## config.mk

```make
export PLATFORM = sky130hd
export DESIGN_NAME = ns_time_counter
export DESIGN_NICKNAME = d
export VERILOG_FILES = /design/src/rtl/ntc_pkg.sv /design/src/rtl/ntc_accum.sv /design/src/rtl/ntc_counter.sv /design/src/rtl/ntc_regs.sv /design/src/rtl/ns_time_counter.sv
export SDC_FILE = /design/constraint.sdc
export NUM_CORES = 1
export LEC_CHECK = 0
export BUFFER_PORTS_ARGS = -buffer_cell sky130_fd_sc_hd__buf_4
export CELL_PAD_IN_SITES_DETAIL_PLACEMENT = 2
export CELL_PAD_IN_SITES_GLOBAL_PLACEMENT = 2
export CORE_ASPECT_RATIO = 2
export CORE_MARGIN = 1.5
export CORE_UTILIZATION = 40
export CTS_CLUSTER_SIZE = 16
export DETAILED_ROUTE_END_ITERATION = 10
export PLACE_DENSITY = 0.85
export SLEW_MARGIN = 20
export SYNTH_ARGS = -nofsm -noshare
export SYNTH_HDL_FRONTEND = slang
export SYNTH_HIERARCHICAL = 1
export SYNTH_SLANG_ARGS = --single-unit
```

## constraint.sdc

```tcl
create_clock -name clk -period 4.9 [get_ports clk]
set_clock_uncertainty 0.05 [all_clocks]
set_input_delay 0.245 -clock clk [delete_from_list [all_inputs] [get_ports clk]]
set_output_delay 0.245 -clock clk [all_outputs]
set_load 0.02 [all_outputs]
```

## src/rtl/ntc_pkg.sv

```systemverilog
package ntc_pkg;
  typedef enum logic [2:0] {
    A_CTRL   = 3'd0,
    A_ADDEND = 3'd1,
    A_CNT_LO = 3'd2,
    A_CNT_HI = 3'd3,
    A_OFF_LO = 3'd4,
    A_OFF_HI = 3'd5
  } ntc_addr_e;

  localparam int EN_BIT     = 0;
  localparam int PERIOD_LSB = 4;
endpackage

```

## src/rtl/ntc_accum.sv

```systemverilog
module ntc_accum #(
  parameter int FRAC_W = 32
) (
  input  logic              clk,
  input  logic              rst_n,
  input  logic              en_i,
  input  logic              clr_i,
  input  logic [FRAC_W-1:0] addend_i,
  output logic              tick_o
);
  logic [FRAC_W-1:0] frac_q;
  logic [FRAC_W:0]   sum;

  function automatic logic [FRAC_W:0] frac_add(input logic [FRAC_W-1:0] a,
                                               input logic [FRAC_W-1:0] b);
    return {1'b0, a} + {1'b0, b};
  endfunction

  assign sum    = frac_add(frac_q, addend_i);
  assign tick_o = en_i && sum[FRAC_W];

  always_ff @(posedge clk or negedge rst_n) begin
    if (!rst_n)     frac_q <= '0;
    else if (clr_i) frac_q <= '0;
    else if (en_i)  frac_q <= sum[FRAC_W-1:0];
  end

  // a counter commit clears the fraction
  a_r5_frac_clear: assert property (@(posedge clk) disable iff (!rst_n)
    clr_i |=> frac_q == '0);
  // fraction frozen while disabled
  a_r3_frac_hold: assert property (@(posedge clk) disable iff (!rst_n)
    (!en_i && !clr_i) |=> $stable(frac_q));
endmodule

```

## src/rtl/ntc_counter.sv

```systemverilog
module ntc_counter #(
  parameter int CNT_W  = 64,
  parameter int TICK_W = 8
) (
  input  logic              clk,
  input  logic              rst_n,
  input  logic              en_i,
  input  logic              tick_i,
  input  logic [TICK_W-1:0] period_i,
  input  logic              load_i,
  input  logic [CNT_W-1:0]  load_val_i,
  output logic [CNT_W-1:0]  cnt_o
);
  logic [CNT_W-1:0] cnt_q;

  function automatic logic [CNT_W-1:0] step(input logic [CNT_W-1:0] c,
                                            input logic [TICK_W-1:0] p);
    return c + CNT_W'(p);
  endfunction

  always_ff @(posedge clk or negedge rst_n) begin
    if (!rst_n)      cnt_q <= '0;
    else if (load_i) cnt_q <= load_val_i;
    else if (tick_i) cnt_q <= step(cnt_q, period_i);
  end

  assign cnt_o = cnt_q;

  // commit loads the assembled value
  a_r5_load: assert property (@(posedge clk) disable iff (!rst_n)
    load_i |=> cnt_q == $past(load_val_i));
  // no movement while disabled
  a_r3_cnt_hold: assert property (@(posedge clk) disable iff (!rst_n)
    (!en_i && !load_i) |=> $stable(cnt_q));
  // a carry advances by the period in force at that edge
  a_r2_tick_step: assert property (@(posedge clk) disable iff (!rst_n)
    (tick_i && !load_i) |=> (cnt_q - $past(cnt_q)) == CNT_W'($past(period_i)));
endmodule

```

## src/rtl/ntc_regs.sv

```systemverilog
module ntc_regs
  import ntc_pkg::*;
#(
  parameter int DATA_W = 32,
  parameter int TICK_W = 8
) (
  input  logic                clk,
  input  logic                rst_n,
  input  logic                we_i,
  input  logic                re_i,
  input  logic [2:0]          addr_i,
  input  logic [DATA_W-1:0]   wdata_i,
  input  logic [2*DATA_W-1:0] cnt_i,
  output logic [DATA_W-1:0]   rdata_o,
  output logic                enable_o,
  output logic [TICK_W-1:0]   period_o,
  output logic [DATA_W-1:0]   addend_o,
  output logic [2*DATA_W-1:0] offset_o,
  output logic                load_o,
  output logic [2*DATA_W-1:0] load_val_o
);
  logic                en_q;
  logic [TICK_W-1:0]   per_q;
  logic [DATA_W-1:0]   addend_q, pend_lo_q, shadow_q;
  logic [2*DATA_W-1:0] off_q;
  logic                rd_lo;

  assign rd_lo      = re_i && (addr_i == A_CNT_LO);
  assign load_o     = we_i && (addr_i == A_CNT_HI);
  assign load_val_o = {wdata_i, pend_lo_q};

  always_ff @(posedge clk or negedge rst_n) begin
    if (!rst_n) begin
      en_q      <= 1'b0;
      per_q     <= '0;
      addend_q  <= '0;
      pend_lo_q <= '0;
      off_q     <= '0;
    end else if (we_i) begin
      case (addr_i)
        A_CTRL: begin
          en_q  <= wdata_i[EN_BIT];
          per_q <= wdata_i[PERIOD_LSB +: TICK_W];
        end
        A_ADDEND: addend_q <= wdata_i;
        A_CNT_LO: pend_lo_q <= wdata_i;
        A_OFF_LO: off_q[DATA_W-1:0] <= wdata_i;
        A_OFF_HI: off_q[2*DATA_W-1:DATA_W] <= wdata_i;
        default: ;
      endcase
    end
  end

  always_ff @(posedge clk or negedge rst_n) begin
    if (!rst_n)     shadow_q <= '0;
    else if (rd_lo) shadow_q <= cnt_i[2*DATA_W-1:DATA_W];
  end

  always_comb begin
    rdata_o = '0;
    case (addr_i)
      A_CTRL: begin
        rdata_o[EN_BIT]              = en_q;
        rdata_o[PERIOD_LSB +: TICK_W] = per_q;
      end
      A_ADDEND: rdata_o = addend_q;
      A_CNT_LO: rdata_o = cnt_i[DATA_W-1:0];
      A_CNT_HI: rdata_o = shadow_q;
      A_OFF_LO: rdata_o = off_q[DATA_W-1:0];
      A_OFF_HI: rdata_o = off_q[2*DATA_W-1:DATA_W];
      default:  rdata_o = '0;
    endcase
  end

  assign enable_o = en_q;
  assign period_o = per_q;
  assign addend_o = addend_q;
  assign offset_o = off_q;

  // low read freezes the high word
  a_r4_shadow: assert property (@(posedge clk) disable iff (!rst_n)
    rd_lo |=> shadow_q == $past(cnt_i[2*DATA_W-1:DATA_W]));
  // shadow only moves on a low read
  a_r4_shadow_hold: assert property (@(posedge clk) disable iff (!rst_n)
    !rd_lo |=> $stable(shadow_q));
  // rewriting the addend leaves the offset untouched
  a_r8_addend_isolated: assert property (@(posedge clk) disable iff (!rst_n)
    (we_i && addr_i == A_ADDEND) |=> $stable(off_q));
endmodule

```

## src/rtl/ns_time_counter.sv

```systemverilog
module ns_time_counter #(
  parameter int DATA_W = 32,
  parameter int TICK_W = 8
) (
  input  logic                clk,
  input  logic                rst_n,
  input  logic                reg_we,
  input  logic                reg_re,
  input  logic [2:0]          reg_addr,
  input  logic [DATA_W-1:0]   reg_wdata,
  output logic [DATA_W-1:0]   reg_rdata,
  output logic [2*DATA_W-1:0] time_now
);
  localparam int CNT_W = 2 * DATA_W;

  logic              enable, tick, load;
  logic [TICK_W-1:0] period;
  logic [DATA_W-1:0] addend;
  logic [CNT_W-1:0]  cnt, offset, load_val;

  function automatic logic [CNT_W-1:0] add_time(input logic [CNT_W-1:0] c,
                                                input logic [CNT_W-1:0] o);
    return c + o;
  endfunction

  ntc_regs #(.DATA_W(DATA_W), .TICK_W(TICK_W)) u_regs (
    .clk(clk), .rst_n(rst_n), .we_i(reg_we), .re_i(reg_re),
    .addr_i(reg_addr), .wdata_i(reg_wdata), .cnt_i(cnt),
    .rdata_o(reg_rdata), .enable_o(enable), .period_o(period),
    .addend_o(addend), .offset_o(offset), .load_o(load),
    .load_val_o(load_val)
  );

  ntc_accum #(.FRAC_W(DATA_W)) u_accum (
    .clk(clk), .rst_n(rst_n), .en_i(enable), .clr_i(load),
    .addend_i(addend), .tick_o(tick)
  );

  ntc_counter #(.CNT_W(CNT_W), .TICK_W(TICK_W)) u_counter (
    .clk(clk), .rst_n(rst_n), .en_i(enable), .tick_i(tick),
    .period_i(period), .load_i(load), .load_val_i(load_val), .cnt_o(cnt)
  );

  assign time_now = add_time(cnt, offset);

  // reported time moves only with counter or offset
  a_r7_time_stable: assert property (@(posedge clk) disable iff (!rst_n)
    ($stable(cnt) && $stable(offset)) |-> $stable(time_now));
endmodule

```

==> impl_metrics.tcl, run 1 <==
set metrics [dict create \
    io_pins 135 \
    slew-limit-headroom_pct 11.5 \
    diodes 0 \
    slowest_stage "fa_1" \
    h-tree-depth 1 \
    cts_tree "built" \
    mostFrequentLayoutCell "dfrtp_1" \
    status "finished clean" \
    core-area_mm2 0.0457 \
    numCtsBuffers 26 \
    path_class "reg2reg" \
    ys_types 97 \
    rsz0062_at_grt "yes" \
    layout-drive-gt1-share_pct 20.2 \
    path_clk_slew_ps 70 \
    clockPowerShare_pct 17.8 \
    setup_viol 0 \
    fillers 4773 \
    avgSynthCellArea_um2 9.66 \
    clockRootBuffer "clkbuf_16" \
    post-route-period-util_pct 96.2 \
    slew_viol_final 0 \
    synth_edf_count 0 \
    instances_no_fill 2589 \
    dieArea_mm2 0.0476 \
    synth_seq_cells 265 \
    swShare_pct 48.0 \
    final_cell_mix "265 x dfrtp_1, 170 x nand2_1, 155 x buf_4, 144 x mux2_2, 122 x a21oi_1" \
    p_leak_nw 9.10 \
    finalWorstSetupSlack_ps 186 \
    multi_input_area_mm2 0.0110 \
    dp_cells 2509 \
    dp_hpwl_um 63400 \
    required_ps 5260 \
    startpoint_type "flip-flop" \
    ys.flop_type "dfrtp_1" \
    critPathMaxFanout 6 \
    start_util_pct 40.5 \
    fin_crit_ps 4710 \
    p_comb_share_pct 56.4 \
    grt_pass1_vias 19700 \
    peakVddDrop_uv 333 \
    worstMarginPinSlew_ps 1320 \
    p_switching_mw 6.75 \
    vias 17200 \
    async_flop_share_pct 100 \
    drtAntennaViolNets 0 \
    dr.pass1.iters 7 \
    place_ws_ps 114 \
    fin_util_pct 46.2 \
    path_delay_family "simple AND/OR/NAND/NOR gates" \
    seqCellArea_mm2 0.00663 \
    maxCapViolations 0 \
    syn-cell-area_mm2 0.0185 \
    chipWidth_um 155 \
    hold_viol 0 \
    antenna_found_initial 2 \
    drc 0 \
    holdWs_ps 256 \
    end_kind "flip-flop" \
    finalWirelength_um 88400 \
    fmax_mhz 212 \
    syn_nets 2060 \
    via_per_inst 6.65 \
    die_y_um 307 \
    worstPathArrival_ps 5070 \
    drtIter0Drc 1145 \
    clock-sinks 265 \
    rows 111 \
    grt_max_degree 112 \
    timing.critical_path.buf_inv 2 \
    wl_per_cell_um 34.2 \
    cts_buffer_depth 3 \
    port_buffers 134 \
    grt_pass1_wl_um 130000 \
    path_cells "ha_1 -> inv_1 -> fa_1 -> nor2b_4 -> o2111ai_1 -> a21bo_2 -> o211a_1 -> nor3_1 -> a221oi_2 -> nand2b_1 -> a21oi_2 -> nand4_1 -> nor2b_1 -> nand4_2 -> buf_4 -> nor4b_1 -> xnor2_1 -> o21ai_0" \
    synth_warnings 6 \
    synth_cells 1915 \
    power_frac_seq_pct 25.9 \
    grt_usage_pct 37.3 \
    overflow 0 \
    intPower_mw 7.31 \
    syn_to_final_growth_pct 14.2 \
    hp-class "in2async" \
    cpPeakStageDelay_ps 430 \
    gp_congestion 0.949 \
    cts_setup_buffers 0 \
    ys_seq_area_share_pct 35.8 \
    clk-insertion-delay-late_ps 560 \
    nets 2150 \
    p_per_area_mw_per_mm2 665 \
]
-- registers in the layout (all words and copies together), names as in the netlist --
name and count:
u_regs/pend_lo_q 32, u_regs/offset_o 64, u_regs/period_o 8, u_accum/frac_q 32, u_regs/enable_o 1, u_regs/shadow_q 32, u_counter/cnt_o 64, u_regs/addend_o 32
-- power by group through the flow --
stage | logic (mW) | registers (mW) | clock network, mW
finish | 7.93 | 3.64 | 2.50
global route | 8.36 | 3.68 | 2.57
CTS | 7.80 | 3.59 | 2.50
detailed placement | 7.54 | 3.59 | 0
global placement | 7.17 | 3.51 | 0
floorplan | 4.90 | 3.23 | 0
-- worst register-to-register path: cells and delay by family, from the launching register on --
family / cells / cell delay (ps)
flops: 1 / 370
compound gates: 6 / 1190
simple gates: 7 / 1780
fa+ha+maj: 2 / 630
buf+inv: 2 / 370
xor+xnor: 1 / 170
-- through the flow --
step                cell area [µm²]  power, mW  TNS [ps]
finish                        21100       14.1         0
global route                  21100       14.6     -54.3
CTS                           21100       13.9         0
detailed placement            19700       11.1         0
global placement              19700       10.7         0
floorplan                     18500       8.13         0
-- cells by family (layout without fill, tap and decap cells) --
group,count (synthesis),count (layout),share of synthesized area (%)
AND/OR/NAND/NOR,516,516,14.1
flip-flops,265,265,35.8
buffers and inverters,178,287,4.87
XOR/XNOR,132,132,6.25
adder cells (fa/ha/maj),106,106,7.29
multiplexers,245,245,14.5
AO/OA/AOI/OAI,473,473,17.2
-- what timing repair did --
item | 4_1_cts | 5_1_grt
hold buffers | 33 | 0
gates resized for setup | 0 | 8
endpoints found under the hold margin | 257 | 0
setup endpoints to repair | 0 | 22
-- synthesized netlist by cell type, drive strengths merged, types with 40 or more instances --
cell | instances | area [µm²]
clkbuf | 49 | 186
mux2 | 182 | 2050
nand4 | 43 | 282
nand2 | 172 | 651
dfrtp | 265 | 6630
xnor2 | 85 | 744
ha | 103 | 1290
xor2 | 47 | 412
o21ai | 121 | 606
buf | 80 | 531
nor2 | 98 | 373
nand3 | 50 | 273
a21oi | 129 | 664
inv | 48 | 180
a21o | 40 | 302
mux2i | 63 | 631
-- routing by layer --
layer,up-vias,wire [µm],track usage [%]
li1,7169,-,-
met1,8857,29400,37.3
met2,791,45800,67.2
met3,410,4590,5.27
met4,2,8650,31.7
met5,-,11,0
-- path summary, 6_finish.rpt --
| kind | startpoint | end | slack (ps) | cells after the start |
|---|---|---|---|---|
| hold / removal | rst_n | u_counter/cnt_o[2] | 260 | 2 |
| max in group asynchronous | rst_n | u_regs/pend_lo_q[19] | 3250 | 3 |
| setup / recovery | u_regs/addend_o[0] | u_counter/cnt_o[45] | 190 | 18 |
| min in group clk | reg_we | u_accum/frac_q[24] | 280 | 3 |
| hold reg to reg | u_regs/pend_lo_q[1] | u_counter/cnt_o[1] | 450 | 2 |
| setup reg to reg | u_regs/addend_o[0] | u_counter/cnt_o[45] | 190 | 18 |
-- final cells by class --
type / instances / area share [%]
Inverter: 49 / 0.870
Tap cell: 565 / 3.35
Multi-Input combinational cell: 1472 / 52.2
Clock buffer: 32 / 3.38
Timing Repair Buffer: 191 / 7.33
Sequential cell: 265 / 31.4
Clock inverter: 15 / 1.47
Power figures use the tool's default switching activity.
==> inputs of run 2 (changes only) <==
Settings changed: ABC_AREA set to 1, CORE_UTILIZATION 40 to 34.
==> run 2 against run 1 <==
Effect of this change:
- die area up 48%
- core utilization down 7.3 points
- critical path depth down 2
- clock-buffer cell count up 4
- wire length up 50%
- critical path type unchanged
- largest power group unchanged
==> impl_metrics.tcl, run 2 <==
set metrics [dict create \
    synth_edf_count 0 \
    overflow 0 \
    setup_viol 0 \
    path_cells "ha_1 -> inv_1 -> fa_1 -> inv_1 -> nand3_1 -> nand3_1 -> nand2_1 -> nand2_1 -> nand2_1 -> nand3_1 -> nand2_1 -> a21oi_1 -> inv_1 -> nor2_4 -> inv_1 -> o21ai_0" \
    mostFrequentLayoutCell "nand2_1" \
    cts_tree "built" \
    fin_setup_tns_ps 0 \
    clk-insertion-delay-late_ps 620 \
    startpoint_type "flip-flop" \
    reg2reg_slack_ps 970 \
    place_ws_ps 1230 \
    clock-sinks 265 \
    syn_to_final_growth_pct 13.1 \
    post-route-period-util_pct 80.2 \
    grt_pass1_wl_um 195000 \
    yosysMostFrequentCell "nand2_1" \
    path_delay_family "simple AND/OR/NAND/NOR gates" \
    port_buffers 134 \
    path_class "reg2reg" \
    maxCapViolations 0 \
    synth_cells 3866 \
    rows 135 \
    final_cell_mix "1454 x nand2_1, 670 x inv_1, 300 x nor2_1, 265 x dfrtp_1, 253 x nand3_1" \
    finalPower_mw 16.4 \
    layout-drive-gt1-share_pct 9.71 \
    syn_nets 4011 \
    dp_cells 4783 \
    hold_depth 3 \
    numCtsBuffers 27 \
    fin_util_pct 39.0 \
    peakVddDrop_uv 342 \
    antenna_found_initial 8 \
    vias 27700 \
    drtIter0Drc 1512 \
    synthTopCellsByCount "1454 x nand2_1, 670 x inv_1, 304 x nor2_1" \
    required_ps 5340 \
    slew-limit-headroom_pct 33.4 \
    async_flop_share_pct 100 \
    dr.pass1.iters 5 \
    path_clk_slew_ps 70 \
    avgSynthCellArea_um2 6.05 \
    wl_per_cell_um 27.2 \
    end_kind "flip-flop" \
    p_per_area_mw_per_mm2 619 \
    h-tree-depth 1 \
    gp_congestion 1.00 \
    grt_max_degree 130 \
    die_y_um 374 \
    dieArea_mm2 0.0705 \
    yosysTopAreaCell "dfrtp_1" \
    cts_buffer_depth 3 \
    worstPathArrival_ps 4360 \
    cpPeakStageDelay_ps 440 \
    rsz0062_at_grt "no" \
    hp-class "in2reg" \
    synth_top_area_share_pct 28.3 \
    finalWirelength_um 132000 \
    dp_hpwl_um 99200 \
    synth_seq_cells 265 \
    fin_crit_ps 3930 \
    status "finished clean" \
    slowest_stage "o21ai_0" \
    critPathMaxFanout 14 \
    p_leak_nw 14.6 \
    start_util_pct 34.5 \
    drtAntennaViolNets 0 \
    grt_usage_pct 37.5 \
    chipWidth_um 189 \
    drc 0 \
    core-area_mm2 0.0679 \
    hold_end "u_regs/shadow_q[25]" \
    fmax_mhz 255 \
    r2r-end "u_counter/cnt_o[12]" \
    nets 4101 \
    ys.flop_type "dfrtp_1" \
    ys_seq_area_share_pct 28.3 \
    worstMarginPinSlew_ps 997 \
    via_per_inst 5.69 \
    r2r_cells 16 \
    finalWorstSetupSlack_ps 972 \
    slew_viol_final 0 \
    reg2reg_from "u_regs/addend_o[0]" \
    hold_viol 0 \
    grt_pass1_vias 31100 \
    ys_types 44 \
    instances_no_fill 4871 \
    min-delay-start "reg_re" \
    timing.critical_path.buf_inv 4 \
    synthTopCellsByArea "dfrtp_1 28%, nand2_1 23%, inv_1 11%, ha_1 5.5%, nand3_1 5.4%" \
    syn-cell-area_mm2 0.0234 \
    synth_warnings 6 \
    clockRootBuffer "clkbuf_16" \
    io_pins 135 \
]
[run 2: cell type report]
class,instances,area [µm²]
timing repair buffer,187,1530
clock inverter,13,234
inverter,684,2570
tap,890,1110
multi-input combinational,2791,13600
fill,8579,41400
clock buffer,36,769
sequential,265,6630
antenna,5,12.5
[run 2: repair_timing]
action,in CTS,in global routing
resized for setup,0,0
endpoints found under the hold margin,150,0
hold buffers,33,0
setup buffers,0,0
[run 2: worst register-to-register path: stages, from the launching register on]
cell and delay, ps:
dfrtp_1 420, ha_1 240, inv_1 70, fa_1 410, inv_1 160, nand3_1 100
nand3_1 160, nand2_1 100, nand2_1 150, nand2_1 90, nand3_1 110, nand2_1 60
a21oi_1 340, inv_1 150, nor2_4 340, inv_1 400, o21ai_0 450
[run 2: per-stage QoR]
stage	hold slack (ps)	cell area, µm²
after CTS	82.9	26400
after floorplan	-101	23400
after global placement	203	25100
after global routing	92.7	26400
after detailed placement	205	25100
final	84.9	26500
[run 2: per-layer routing]
layer	share of wire (%)	vias to the layer above	global-route usage (%)
met2	51	1178	67.8
met4	11	6	36.4
met1	32	13800	34.8
met5	0.027	-	0
li1	-	12100	-
met3	5.0	612	6.32
[run 2: how the worst max path moves through the flow]
stage,from,end,cells past startpoint
2_1_floorplan,u_regs/addend_o[0],u_counter/cnt_o[12],17
3_3_place_gp,u_regs/addend_o[0],u_counter/cnt_o[17],17
3_5_place_dp,u_regs/addend_o[0],u_counter/cnt_o[18],17
4_1_cts,u_regs/addend_o[0],u_counter/cnt_o[19],17
5_1_grt,u_regs/addend_o[0],u_counter/cnt_o[12],16
6_report,u_regs/addend_o[0],u_counter/cnt_o[12],16
[run 2: kinds of logic after synthesis]
kind of cell / count (synthesis) / share of synthesized area [%]
AO/OA/AOI/OAI: 330 / 7.93
XOR/XNOR: 57 / 2.13
adder cells (fa/ha/maj): 106 / 5.76
buffers and inverters: 810 / 13.7
flip-flops: 265 / 28.3
AND/OR/NAND/NOR: 2298 / 42.1
[run 2: power by group]
part           switching (mW)  internal [mW]  total [mW]
combinational            6.42           3.06        9.48
sequential               1.54           2.86        4.39
clock                    1.07           1.43        2.50
total                    9.03           7.34        16.4
==> inputs of run 3 (changes only) <==
Clock period 4.9 ns to 3.8 ns, I/O delays scaled along.
==> run 3 against run 2 <==
Effect of this change:
- first-iteration DRC count increased by 17%
- setup slack got worse by 810 ps
- total power increased by 30%
- largest power group unchanged
- clock-buffer cell count increased by 1
- highest routed layer unchanged
- cell area increased by 0.52%
- flip-flop and latch count unchanged
- sequential share of layout area decreased by 0.13 points
- core utilization increased by 0.20 points
- clock power increased by 14%
==> impl_metrics.tcl, run 3 (synthesis results as in run 2) <==
set metrics [dict create \
    layout-drive-gt1-share_pct 10.5 \
    reg2reg_slack_ps 190 \
    instances_no_fill 4903 \
    clockPowerShare_pct 13.4 \
    antenna_found_initial 6 \
    start_util_pct 34.5 \
    post-route-period-util_pct 95.7 \
    p_leak_nw 14.7 \
    syn_to_final_growth_pct 13.7 \
    fin_crit_ps 3640 \
    path_cells "ha_1 -> nand2_1 -> inv_1 -> nand2_1 -> nand2_1 -> a21oi_1 -> nand3_2 -> nand2_1 -> nand3_1 -> nand2_1 -> nand2_1 -> buf_4" \
    grt_max_degree 95 \
    numCtsBuffers 27 \
    slew-limit-headroom_pct 28.7 \
    critPathMaxFanout 4 \
    required_ps 3560 \
    finalInstanceArea_mm2 0.0266 \
    cts_buffer_depth 3 \
    power_frac_seq_pct 25.3 \
    p_switching_mw 12.0 \
    hold_end "u_regs/shadow_q[28]" \
    worstMarginPinSlew_ps 1070 \
    maxCapViolations 0 \
    rows 135 \
    multi_input_area_mm2 0.0136 \
    chipWidth_um 189 \
    dieArea_mm2 0.0705 \
    setup_viol 0 \
    drtIter0Drc 1769 \
    cpMostUsedCell "nand2_1" \
    clk-insertion-delay-late_ps 620 \
    worstPathArrival_ps 3400 \
    clock-sinks 265 \
    final_cell_mix "1454 x nand2_1, 669 x inv_1, 299 x nor2_1, 265 x dfrtp_1, 253 x nand3_1" \
    io_pins 135 \
    cts_tree "built" \
    slew_viol_final 0 \
    fillers 8526 \
    vias 28100 \
    mostFrequentLayoutCell "nand2_1" \
    grt_usage_pct 39.0 \
    dp_hpwl_um 101000 \
    r2r_cells 18 \
    swShare_pct 56.4 \
    r2r-end "u_counter/cnt_o[27]" \
    gp_congestion 1.03 \
    holdWs_ps 87.1 \
    reg2reg_from "u_regs/addend_o[0]" \
    finalWirelength_um 139000 \
    path_clk_slew_ps 70 \
    hold_depth 3 \
    hp-class "in2reg" \
    port_buffers 134 \
    overflow 0 \
    placed_cell_area_mm2 0.0254 \
    peakVddDrop_uv 373 \
    slowest_stage "dfrtp_1" \
    p_per_area_mw_per_mm2 797 \
    dp_cells 4815 \
    seqCellArea_mm2 0.00663 \
    wl_per_cell_um 28.3 \
    h-tree-depth 1 \
    p_comb_share_pct 61.3 \
    startpoint_type "flip-flop" \
    core-area_mm2 0.0679 \
    die_y_um 374 \
    cpPeakStageDelay_ps 680 \
    dr.pass1.iters 7 \
    drtAntennaViolNets 0 \
    clockRootBuffer "clkbuf_16" \
    end_kind "output pin" \
    grt_pass1_vias 31500 \
    finalPower_mw 21.2 \
    diodes 0 \
    path_class "reg2out" \
    fmax_mhz 275 \
    hold_viol 0 \
    min-delay-start "reg_re" \
    via_per_inst 5.73 \
    grt_pass1_wl_um 202000 \
    drc 0 \
    intPower_mw 9.25 \
    nets 4137 \
    status "finished clean" \
]
-- run 3: per-stage QoR --
| stage | TNS [ps] | setup slack [ps] | utilization (%) |
|---|---|---|---|
| 2_1_floorplan | 0 | 1260 | - |
| 3_3_place_gp | 0 | 229 | 37.3 |
| 3_5_place_dp | 0 | 94.6 | 37.3 |
| 4_1_cts | 0 | 14.6 | 39.1 |
| 5_1_grt | -72.6 | -34.5 | 39.2 |
| 6_report | 0 | 165 | 39.2 |
-- run 3: final cells by class --
type                    count  share of cell area [%]
repair buffers            222                    6.84
flip-flops and latches    265                    24.9
multi-input cells        2792                    51.1
inverters                 684                    9.67
clock buffers              37                    2.83
clock inverters            13                   0.395
well taps                 890                    4.19
-- run 3: critical path: cells and delay by family, from the launching register on --
| family | cells | cell delay, ps |
|---|---|---|
| AOI/OAI and AO/OA | 1 | 360 |
| buffers and inverters | 2 | 210 |
| DFF | 1 | 680 |
| adders and majority gates | 1 | 410 |
| and+or+nand+nor | 8 | 1120 |
-- run 3: worst max-delay path by stage --
stage / cells after the start / slack, ps / endpoint / start
global placement: 16 / 230 / u_counter/cnt_o[4] / u_regs/addend_o[0]
CTS: 17 / 10 / u_counter/cnt_o[30] / u_regs/addend_o[0]
floorplan: 17 / 1260 / u_counter/cnt_o[12] / u_regs/addend_o[0]
detailed placement: 16 / 90 / u_counter/cnt_o[4] / u_regs/addend_o[0]
finish: 12 / 160 / time_now[56] / u_regs/offset_o[23]
global route: 18 / -30 / u_counter/cnt_o[18] / u_regs/addend_o[0]
-- run 3: power by group through the flow --
stage	Clock, mW	Combinational (mW)	Sequential [mW]
after floorplan	0	7.52	4.49
after global placement	0	11.9	5.16
after detailed placement	0	12.4	5.21
after CTS	2.83	12.5	5.18
after global routing	2.94	13.9	5.38
final	2.84	13.0	5.37
-- run 3: what timing repair did --
action / 4_1_cts / 5_1_grt
hold buffers: 33 / 0
pin swaps: 0 / 1
setup buffers: 3 / 1
endpoints found under the hold margin: 216 / 0
endpoints found under the setup margin: 1 / 47
gates cloned: 0 / 1
resized for setup: 1 / 1
-- run 3: metal layers --
metal | routed length (µm) | vias up | share of wire (%) | global-route usage [%]
met5 | 38 | - | 0.027 | 0
met4 | 16300 | 6 | 12 | 38.7
met3 | 7800 | 690 | 5.6 | 6.89
met2 | 69700 | 1263 | 50 | 69.6
met1 | 44900 | 14000 | 32 | 36.5
li1 | - | 12100 | - | -
